===== config.mk =====
export PLATFORM = sky130hd
export DESIGN_NAME = integrity_status_ctrl
export DESIGN_NICKNAME = d
export VERILOG_FILES = /design/src/rtl/integ_pkg.sv /design/src/rtl/isc_flags.sv /design/src/rtl/isc_irq.sv /design/src/rtl/isc_roi_cfg.sv /design/src/rtl/isc_heartbeat.sv /design/src/rtl/integrity_status_ctrl.sv
export SDC_FILE = /design/constraint.sdc
export NUM_CORES = 1
export LEC_CHECK = 0
export ABC_AREA = 1
export BUFFER_PORTS_ARGS = -buffer_cell sky130_fd_sc_hd__buf_4
export CAP_MARGIN = 20
export CELL_PAD_IN_SITES_DETAIL_PLACEMENT = 1
export CELL_PAD_IN_SITES_GLOBAL_PLACEMENT = 1
export CORE_MARGIN = 2
export CORE_UTILIZATION = 36
export DETAILED_ROUTE_END_ITERATION = 10
export GPL_TIMING_DRIVEN = 0
export PLACE_DENSITY_LB_ADDON = 0.2
export SKIP_LAST_GASP = 1
export SYNTH_ARGS = -nofsm -noshare
export SYNTH_HDL_FRONTEND = slang
export SYNTH_HIERARCHICAL = 1
export SYNTH_SLANG_ARGS = --single-unit
export TNS_END_PERCENT = 100

===== constraint.sdc =====
create_clock -name clk -period 2.1 [get_ports clk]
set_input_delay 0.105 -clock clk [delete_from_list [all_inputs] [get_ports clk]]
set_output_delay 0.105 -clock clk [all_outputs]
set_load 0.02 [all_outputs]

===== src/rtl/integ_pkg.sv =====
package integ_pkg;
  localparam int ADDR_CTRL     = 0;
  localparam int ADDR_STATUS   = 1;
  localparam int ADDR_IRQCTL   = 2;
  localparam int ADDR_ROI_BASE = 4;

  localparam int CTRL_CHECK    = 0;
  localparam int CTRL_EXT      = 1;

  localparam int STAT_READY    = 0;
  localparam int STAT_ERR      = 1;
  localparam int STAT_ROI0     = 2;

  localparam int IRQ_MASK_RDY  = 0;
  localparam int IRQ_MASK_ERR  = 1;
  localparam int IRQ_FREEZE    = 2;

  typedef enum logic {HB_FAST = 1'b0, HB_SLOW = 1'b1} hb_rate_e;
endpackage


===== src/rtl/isc_flags.sv =====
module isc_flags #(
  parameter int N_ROI = 4
) (
  input  logic             clk,
  input  logic             rst,
  input  logic             check_en,
  input  logic             frame_done,
  input  logic [N_ROI-1:0] roi_mismatch,
  input  logic             clr_ready,
  input  logic [N_ROI-1:0] clr_roi,
  output logic             ready_q,
  output logic [N_ROI-1:0] roi_flag_q,
  output logic             err
);
  // set has priority over a clear in the same cycle so no event is lost
  always_ff @(posedge clk) begin
    if (rst) begin
      ready_q    <= 1'b0;
      roi_flag_q <= '0;
    end else begin
      ready_q    <= (ready_q & ~clr_ready) | (check_en & frame_done);
      roi_flag_q <= (roi_flag_q & ~clr_roi) | ({N_ROI{check_en}} & roi_mismatch);
    end
  end

  assign err = |roi_flag_q;
endmodule


===== src/rtl/isc_irq.sv =====
module isc_irq (
  input  logic       clk,
  input  logic       rst,
  input  logic       we_ctl,
  input  logic [2:0] wdata,
  input  logic       ready,
  input  logic       err,
  output logic       mask_ready,
  output logic       mask_err,
  output logic       freeze,
  output logic       irq
);
  import integ_pkg::*;

  always_ff @(posedge clk) begin
    if (rst) begin
      mask_ready <= 1'b1;
      mask_err   <= 1'b1;
      freeze     <= 1'b0;
      irq        <= 1'b0;
    end else begin
      if (we_ctl && !freeze) begin
        mask_ready <= wdata[IRQ_MASK_RDY];
        mask_err   <= wdata[IRQ_MASK_ERR];
        freeze     <= wdata[IRQ_FREEZE];
      end
      irq <= (ready & ~mask_ready) | (err & ~mask_err);
    end
  end
endmodule


===== src/rtl/isc_roi_cfg.sv =====
module isc_roi_cfg #(
  parameter int N_ROI  = 4,
  parameter int WIN_W  = 24,
  parameter int REF_W  = 32,
  parameter int DATA_W = 32
) (
  input  logic                   clk,
  input  logic                   rst,
  input  logic [N_ROI-1:0]       we_win,
  input  logic [N_ROI-1:0]       we_ref,
  input  logic [DATA_W-1:0]      wdata,
  output logic [N_ROI*WIN_W-1:0] win,
  output logic [N_ROI-1:0]       en,
  output logic [N_ROI-1:0]       lock,
  output logic [N_ROI*REF_W-1:0] refsig
);
  localparam int BIT_EN   = DATA_W - 1;
  localparam int BIT_LOCK = DATA_W - 2;

  for (genvar r = 0; r < N_ROI; r++) begin : g_roi
    always_ff @(posedge clk) begin
      if (rst) begin
        win[r*WIN_W +: WIN_W] <= '0;
        en[r]                 <= 1'b0;
        lock[r]               <= 1'b0;
      end else if (we_win[r] && !lock[r]) begin
        win[r*WIN_W +: WIN_W] <= wdata[WIN_W-1:0];
        en[r]                 <= wdata[BIT_EN];
        lock[r]               <= wdata[BIT_LOCK];
      end
    end

    always_ff @(posedge clk) begin
      if (rst) refsig[r*REF_W +: REF_W] <= '0;
      else if (we_ref[r]) refsig[r*REF_W +: REF_W] <= wdata[REF_W-1:0];
    end
  end
endmodule


===== src/rtl/isc_heartbeat.sv =====
module isc_heartbeat #(
  parameter int DIV_ERR = 16,
  parameter int DIV_OK  = 4
) (
  input  logic clk,
  input  logic rst,
  input  logic active,
  input  logic err,
  output logic hb
);
  import integ_pkg::*;

  localparam int HALF_SLOW = DIV_ERR / 2;
  localparam int HALF_FAST = DIV_OK / 2;
  localparam int CNT_W     = (HALF_SLOW > 1) ? $clog2(HALF_SLOW) : 1;
  localparam logic [CNT_W-1:0] LAST_SLOW = CNT_W'(HALF_SLOW - 1);
  localparam logic [CNT_W-1:0] LAST_FAST = CNT_W'(HALF_FAST - 1);

  hb_rate_e          rate_q;
  hb_rate_e          rate_want;
  logic [CNT_W-1:0]  cnt_q;
  logic [CNT_W-1:0]  cnt_last;

  assign rate_want = err ? HB_SLOW : HB_FAST;
  assign cnt_last  = (rate_q == HB_SLOW) ? LAST_SLOW : LAST_FAST;

  always_ff @(posedge clk) begin
    if (rst) begin
      hb     <= 1'b0;
      cnt_q  <= '0;
      rate_q <= HB_FAST;
    end else if (!active) begin
      hb     <= 1'b0;
      cnt_q  <= '0;
      rate_q <= rate_want;
    end else if (rate_want != rate_q) begin
      rate_q <= rate_want;
      cnt_q  <= '0;
    end else if (cnt_q == cnt_last) begin
      hb    <= ~hb;
      cnt_q <= '0;
    end else begin
      cnt_q <= cnt_q + 1'b1;
    end
  end
endmodule


===== src/rtl/integrity_status_ctrl.sv =====
module integrity_status_ctrl #(
  parameter int N_ROI   = 4,
  parameter int COORD_W = 6,
  parameter int DATA_W  = 32,
  parameter int REF_W   = 32,
  parameter int ADDR_W  = 4,
  parameter int DIV_ERR = 16,
  parameter int DIV_OK  = 4,
  localparam int WIN_W  = 4 * COORD_W
) (
  input  logic                   clk,
  input  logic                   rst,
  input  logic                   reg_we,
  input  logic                   reg_re,
  input  logic [ADDR_W-1:0]      reg_addr,
  input  logic [DATA_W-1:0]      reg_wdata,
  output logic [DATA_W-1:0]      reg_rdata,
  input  logic                   frame_done,
  input  logic [N_ROI-1:0]       roi_mismatch,
  output logic                   check_en,
  output logic [N_ROI-1:0]       roi_enable,
  output logic [N_ROI*WIN_W-1:0] roi_window,
  output logic [N_ROI*REF_W-1:0] roi_ref,
  output logic                   irq,
  output logic                   ext_mismatch
);
  import integ_pkg::*;

  localparam int BIT_EN   = DATA_W - 1;
  localparam int BIT_LOCK = DATA_W - 2;

  logic             ext_en;
  logic             hit_ctrl, hit_stat, hit_irq;
  logic [N_ROI-1:0] we_win, we_ref;
  logic             ready_q, err;
  logic [N_ROI-1:0] roi_flag;
  logic [N_ROI-1:0] roi_lock;
  logic             mask_ready, mask_err, freeze;
  logic [DATA_W-1:0] rd_mux;

  assign hit_ctrl = reg_we && (reg_addr == ADDR_W'(ADDR_CTRL));
  assign hit_stat = reg_we && (reg_addr == ADDR_W'(ADDR_STATUS));
  assign hit_irq  = reg_we && (reg_addr == ADDR_W'(ADDR_IRQCTL));

  for (genvar r = 0; r < N_ROI; r++) begin : g_dec
    localparam int A_WIN = ADDR_ROI_BASE + 2 * r;
    assign we_win[r] = reg_we && (reg_addr == ADDR_W'(A_WIN));
    assign we_ref[r] = reg_we && (reg_addr == ADDR_W'(A_WIN + 1));
  end

  always_ff @(posedge clk) begin
    if (rst) begin
      check_en <= 1'b0;
      ext_en   <= 1'b0;
    end else if (hit_ctrl) begin
      check_en <= reg_wdata[CTRL_CHECK];
      ext_en   <= reg_wdata[CTRL_EXT];
    end
  end

  isc_flags #(.N_ROI(N_ROI)) u_flags (
    .clk          (clk),
    .rst          (rst),
    .check_en     (check_en),
    .frame_done   (frame_done),
    .roi_mismatch (roi_mismatch),
    .clr_ready    (hit_stat & reg_wdata[STAT_READY]),
    .clr_roi      ({N_ROI{hit_stat}} & reg_wdata[STAT_ROI0 +: N_ROI]),
    .ready_q      (ready_q),
    .roi_flag_q   (roi_flag),
    .err          (err)
  );

  isc_irq u_irq (
    .clk        (clk),
    .rst        (rst),
    .we_ctl     (hit_irq),
    .wdata      (reg_wdata[2:0]),
    .ready      (ready_q),
    .err        (err),
    .mask_ready (mask_ready),
    .mask_err   (mask_err),
    .freeze     (freeze),
    .irq        (irq)
  );

  isc_roi_cfg #(
    .N_ROI(N_ROI), .WIN_W(WIN_W), .REF_W(REF_W), .DATA_W(DATA_W)
  ) u_roi (
    .clk    (clk),
    .rst    (rst),
    .we_win (we_win),
    .we_ref (we_ref),
    .wdata  (reg_wdata),
    .win    (roi_window),
    .en     (roi_enable),
    .lock   (roi_lock),
    .refsig (roi_ref)
  );

  isc_heartbeat #(.DIV_ERR(DIV_ERR), .DIV_OK(DIV_OK)) u_hb (
    .clk    (clk),
    .rst    (rst),
    .active (check_en & ext_en),
    .err    (err),
    .hb     (ext_mismatch)
  );

  always_comb begin
    rd_mux = '0;
    if (reg_addr == ADDR_W'(ADDR_CTRL)) begin
      rd_mux[CTRL_CHECK] = check_en;
      rd_mux[CTRL_EXT]   = ext_en;
    end else if (reg_addr == ADDR_W'(ADDR_STATUS)) begin
      rd_mux[STAT_READY]          = ready_q;
      rd_mux[STAT_ERR]            = err;
      rd_mux[STAT_ROI0 +: N_ROI]  = roi_flag;
    end else if (reg_addr == ADDR_W'(ADDR_IRQCTL)) begin
      rd_mux[IRQ_MASK_RDY] = mask_ready;
      rd_mux[IRQ_MASK_ERR] = mask_err;
      rd_mux[IRQ_FREEZE]   = freeze;
    end
    for (int r = 0; r < N_ROI; r++) begin
      if (reg_addr == ADDR_W'(ADDR_ROI_BASE + 2 * r)) begin
        rd_mux[WIN_W-1:0] = roi_window[r*WIN_W +: WIN_W];
        rd_mux[BIT_LOCK]  = roi_lock[r];
        rd_mux[BIT_EN]    = roi_enable[r];
      end
      if (reg_addr == ADDR_W'(ADDR_ROI_BASE + 2 * r + 1)) begin
        rd_mux[REF_W-1:0] = roi_ref[r*REF_W +: REF_W];
      end
    end
  end

  always_ff @(posedge clk) begin
    if (rst) reg_rdata <= '0;
    else if (reg_re) reg_rdata <= rd_mux;
  end
endmodule


# Word-level counts from Yosys, hierarchy flattened

Index checks and enable logic that the tools add are counted.

Register bits after elaboration: 280
Input bits: 45
Output and inout bits: 263
Word-level logic and storage cells: 109

Add/sub/neg operators: 1
Equality and inequality tests: 13
Mux-type cells: 22
Bitwise gates (word level): 19
Reduce and logical (&&, ||, !) cells: 26

Operators by type and width:

| kind                                                            | number |
|---|---|
| 32-bit two-way mux                                              | 4 |
| 24-bit two-way mux                                              | 4 |
| 4-bit by 3-bit == test with 1-bit output, second input constant | 4 |
| 4-bit == test, second input constant                            | 4 |
| 1-bit logical AND                                               | 16 |
| 3-bit two-way mux                                               | 5 |
| 4-bit AND                                                       | 3 |
| 2-bit two-way mux                                               | 5 |
| 4-bit OR reduction                                              | 2 |
| 1-bit AND                                                       | 6 |
| 1-bit NOT                                                       | 6 |
| 1-bit logical NOT                                               | 5 |
| 4-bit by 1-bit == test with 1-bit output, second input constant | 1 |
| 4-bit by 2-bit == test with 1-bit output, second input constant | 1 |
| 4-bit logical NOT                                               | 1 |
| 4-bit two-way mux                                               | 1 |
| 4-bit NOT                                                       | 1 |
| 4-bit bitwise OR                                                | 1 |
| 3-bit by 1-bit adder with 3-bit output, second input constant   | 1 |
| 3-bit == test                                                   | 1 |
| 1-bit two-way mux                                               | 3 |
| 2-bit != test, second input constant                            | 1 |
| 1-bit bitwise OR                                                | 2 |
| 2-bit AND reduction                                             | 1 |
| 2 further kinds                                                 | 2 |

# Longest topological paths before layout

Word-level depth: 13
Depth in mapped cells: 13
Gate-level depth less buffers: 11

# By module

Netlist, hierarchy kept.

Modules (own cells, without submodules):

| module                | instances | cells an instance | area each (µm²) | sequential area each (µm²) |
|---|---|---|---|---|
| isc_roi_cfg           | 1         | 1044              | 8378.0          | 4644.5 |
| integrity_status_ctrl | 1         | 552               | 3126.7          | 680.7 |
| isc_heartbeat         | 1         | 34                | 237.7           | 100.1 |
| isc_flags             | 1         | 28                | 192.7           | 100.1 |
| isc_irq               | 1         | 20                | 151.4           | 80.1 |

# Worst setup path before layout

No wires, ideal clock.

Path type: in2reg
Start: input port reg_addr[3]
End: register u_roi.win[32]
Setup time: 64 ps
Arrival: 1445 ps
Slack: 591 ps
Stages on the path: 13
Cells stage by stage: inv_1 > nand2_2 > nor2_8 > inv_2 > buf_6 > buf_6 > nor2_1 > buf_4 > inv_2 > nor2_4 > buf_6 > nor2_1 > nor2_1

Longest elaborated chain between the ends: 3

RTL lines:

| element                                  | RTL line                    | text |
|---|---|---|
| from (decl)                              | integrity_status_ctrl.sv:15 | `input logic [ADDR_W-1:0] reg_addr,` |
| 4-bit by 3-bit == test with 1-bit output | integrity_status_ctrl.sv:47 | `assign we_win[r] = reg_we && (reg_addr == ADDR_W'(A_WIN));` |
| 1-bit logical AND                        | integrity_status_ctrl.sv:47 |  |
| named net we_win[1]                      | integrity_status_ctrl.sv:34 | `logic [N_ROI-1:0] we_win, we_ref;` |
| 1-bit logical AND                        | isc_roi_cfg.sv:26           | `end else if (we_win[r] && !lock[r]) begin` |
| to (signal, indexed assignment)          | isc_roi_cfg.sv:27           | `win[r*WIN_W +: WIN_W] <= wdata[WIN_W-1:0];` |
| to (decl)                                | isc_roi_cfg.sv:12           | `output logic [N_ROI*WIN_W-1:0] win,` |

The timed path passes the listed nets, and every way through them passes these cells.
A chain may end at the register's enable or synchronous reset.

# Worst setup path in the final report

Start: input port reg_addr[3]
End: register u_roi.refsig[39]

Longest elaborated chain between the ends: 2

RTL lines:

| element                                  | RTL line                    | text |
|---|---|---|
| 4-bit by 3-bit == test with 1-bit output | integrity_status_ctrl.sv:48 | `assign we_ref[r] = reg_we && (reg_addr == ADDR_W'(A_WIN + 1));` |
| 1-bit logical AND                        | integrity_status_ctrl.sv:48 |  |
| named net we_ref[1]                      | integrity_status_ctrl.sv:34 |  |
| to (signal, indexed assignment)          | isc_roi_cfg.sv:35           | `else if (we_ref[r]) refsig[r*REF_W +: REF_W] <= wdata[REF_W-1:0];` |
| to (decl)                                | isc_roi_cfg.sv:15           | `output logic [N_ROI*REF_W-1:0] refsig` |

The timed path passes the listed nets, and every way through them passes these cells.

==> results.cfg <==
[status]
status = completed

[die]
fp.dieW_um = 187.2
initial_utilization_pct = 36.32
dieArea_um2 = 35060
io-pin-count = 308
rows = 67
coreArea_um2 = 33280
die_height_um = 187.2

[clock_tree]
clk_latency_ns = 0.51
clk_path_buf_depth = 3
cts-root-buf = clkbuf_16
cts_tree = built
htree_levels = 2
cts_buffers = 34
cts_sinks = 280
post_cts_buffers = 0
clkTransAtPathRegs_ns = 0.06

[finish]
final_nets = 2086
final_util_pct = 49.20
drive_gt1_share_pct = 24.41
n_fill_cell = 4245
num_antenna_cells = 0
area_delta_synth_final_pct = 35.48

[route]
wl_mm = 54.49
dr.pass1.iters = 5
post_drt_wl_per_cell_um = 21.68
vias = 13260
viasPerCell = 5.276
antenna_left = 0
first_iter_violations = 772
drc = 0

[setup_path]
cp.required_ns = 2.53
cpPeakStageDelay_ns = 0.46
slowest_stage = clkbuf_1
crit_type = in2reg
worst-path-max-fanout = 10
critPathTopFamily = buffers and inverters
cp_num_buf_inv = 5
crit_path_cell_trace = buf_4, inv_1, nand2_2, nor2_1, buf_2, inv_1, nor2_1, clkbuf_1, o21ai_0, a21oi_1
critPathLaunchType = input port
setup.worst_path.end_class = flop
cp.arrival_ns = 2.35

[grt]
grt_pass1_wl_mm = 81.21
grt_pass1_vias = 13450
grt_overflow = 0
grt_max_degree = 17
grt_usage_pct = 30.22
antenna_found_initial = 1

[sta]
max_freq_mhz = 521.6
fin_skew_ns = 0.009401
finalSetupViolations = 0
slew_headroom_pct = 54.22
fin_ws_ns = 0.1828
period_share_pct = 91.30
worstMarginPinSlew_ns = 0.6867
rsz0062_at_grt = no
slew_violations = 0
holdWs_ns = 0.05132
hold_viol_final = 0
period_needed_ns = 1.917

[flow_run]
drv_cap = 0

[synth]
syn-cell-area_um2 = 12090
ys_dominant_reg_cell = dfxtp_1
synth_cell_type_count = 33
seq_area_frac_synth_pct = 46.38
syn_nets = 1724
async_flop_share_pct = 0
ys_warn_count = 6
syn_inst = 1678
synthTopCellsByArea = dfxtp_1 46%, nand2_1 10%, nor2_1 9.3%
synth.most_common_cell = nand2_1
synth_area_per_cell_um2 = 7.203
synth_area_leader_cell = dfxtp_1
yosys-top-cells-count = 335 x nand2_1, 301 x nor2_1, 280 x dfxtp_1
synth_enable_flop_cells = 0
ys_ff_latch = 280
post-synth-top-area-fraction_pct = 46.38

[min_path]
hold_class = in2reg

[power_and_ir_drop]
leakage_nw = 7.436
p_per_area_nw_per_um2 = 799.1
peakVddDrop_uv = 556.6

[placed_design]
dp_hpwl_mm = 41.74
gp_congestion = 0.8894
place_ws_ns = -0.2238
portBuffers = 306
-- final timing paths --
| kind | from | end | slack (ns) | cells after the start |
|---|---|---|---|---|
| worst min register to register | reg_rdata[4] | reg_rdata[4] | 0.47 | 2 |
| worst max register to register | u_flags/roi_flag_q[0] | reg_rdata[1] | 0.37 | 10 |
| worst max-delay path | reg_addr[3] | u_roi/refsig[39] | 0.18 | 10 |
| worst min-delay path | reg_wdata[31] | u_roi/refsig[31] | 0.05 | 3 |
-- layout make-up --
cell class / count / area, um^2 / share of cell area (%)
tap: 448 / 560.5 / 3.423
sequential: 280 / 5605 / 34.23
timing repair buffer: 326 / 2497 / 15.25
clock buffer: 52 / 1092 / 6.671
buffer: 111 / 729.5 / 4.455
multi-input combinational: 1201 / 5438 / 33.21
inverter: 86 / 326.6 / 1.994
clock inverter: 9 / 125.1 / 0.7641
-- registers in the layout, summed over array words and instances (netlist names) --
register            cells
u_roi/win              96
u_roi/refsig          128
u_irq/freeze            1
reg_rdata              32
u_hb/rate_q             1
u_roi/en                4
u_irq/mask_err          1
u_irq/irq               1
u_hb/hb                 1
u_hb/cnt_q              3
ext_en                  1
check_en                1
u_flags/ready_q         1
u_flags/roi_flag_q      4
u_irq/mask_ready        1
u_roi/lock              4
-- where the power goes --
group	total, W	leakage (nW)	switching, W	internal [W]
clock	0.00631	0.598	0.00236	0.00395
sequential	0.00554	2.27	0.000107	0.00543
combinational	0.00123	4.57	0.000808	0.000422
-- worst reg2reg max path: stages (launching register included) --
cell	delay [ns]
dfxtp_1	0.34
nor2_1	0.12
nand2_1	0.16
nand3_1	0.13
nand3_1	0.16
nor2_1	0.12
nand4_1	0.13
nor2_1	0.15
nand4_1	0.13
nand2_1	0.09
a21oi_1	0.07
-- cell usage in the layout (no fill, tap or decap), drive strengths merged --
master	n
a21oi	175
a221oi	2
a22o	5
a31oi	6
buf	392
bufinv	3
clkbuf	77
clkinv	5
clkinvlp	3
dfxtp	280
dlygate4sd3	20
ha	1
inv	84
nand2	338
nand3	175
nand4	7
nor2	311
nor3	3
o21ai	177
xnor2	1
-- cell families (layout without fill, tap and decap cells) --
family,count (synthesis),count (layout),share of synthesized area (%)
simple gates,834,834,28.98
compound gates,365,365,15.80
flops,280,280,46.38
buf+inv,197,584,8.675
fa+ha+maj,1,1,0.1035
xor+xnor,1,1,0.07248
-- per-stage QoR --
stage / cell area, um^2 / total power [W] / instances / setup TNS [ns]
floorplan: 12090 / 0.006264 / 1678 / 0
global placement: 14940 / 0.006812 / 2432 / -9.835
detailed placement: 14940 / 0.006840 / 2432 / -16.79
CTS: 16360 / 0.01313 / 2513 / 0
global route: 16370 / 0.01345 / 2513 / 0
finish: 16370 / 0.01308 / 2513 / 0
-- routing by layer --
layer	GRT usage (%)	vias up	part of all wire, %
met4	11.39	0	3.7
met5	0	-	0
li1	-	6210	-
met3	6.248	111	6.6
met2	52.34	417	49
met1	36.89	6521	41
-- what timing repair did --
| action | CTS | global route |
|---|---|---|
| gates resized for setup | 0 | 8 |
| hold buffers | 20 | 0 |
| endpoints found under the setup margin | 0 | 15 |
| endpoints found under the hold margin | 40 | 0 |
Power figures use the tool's default switching activity.
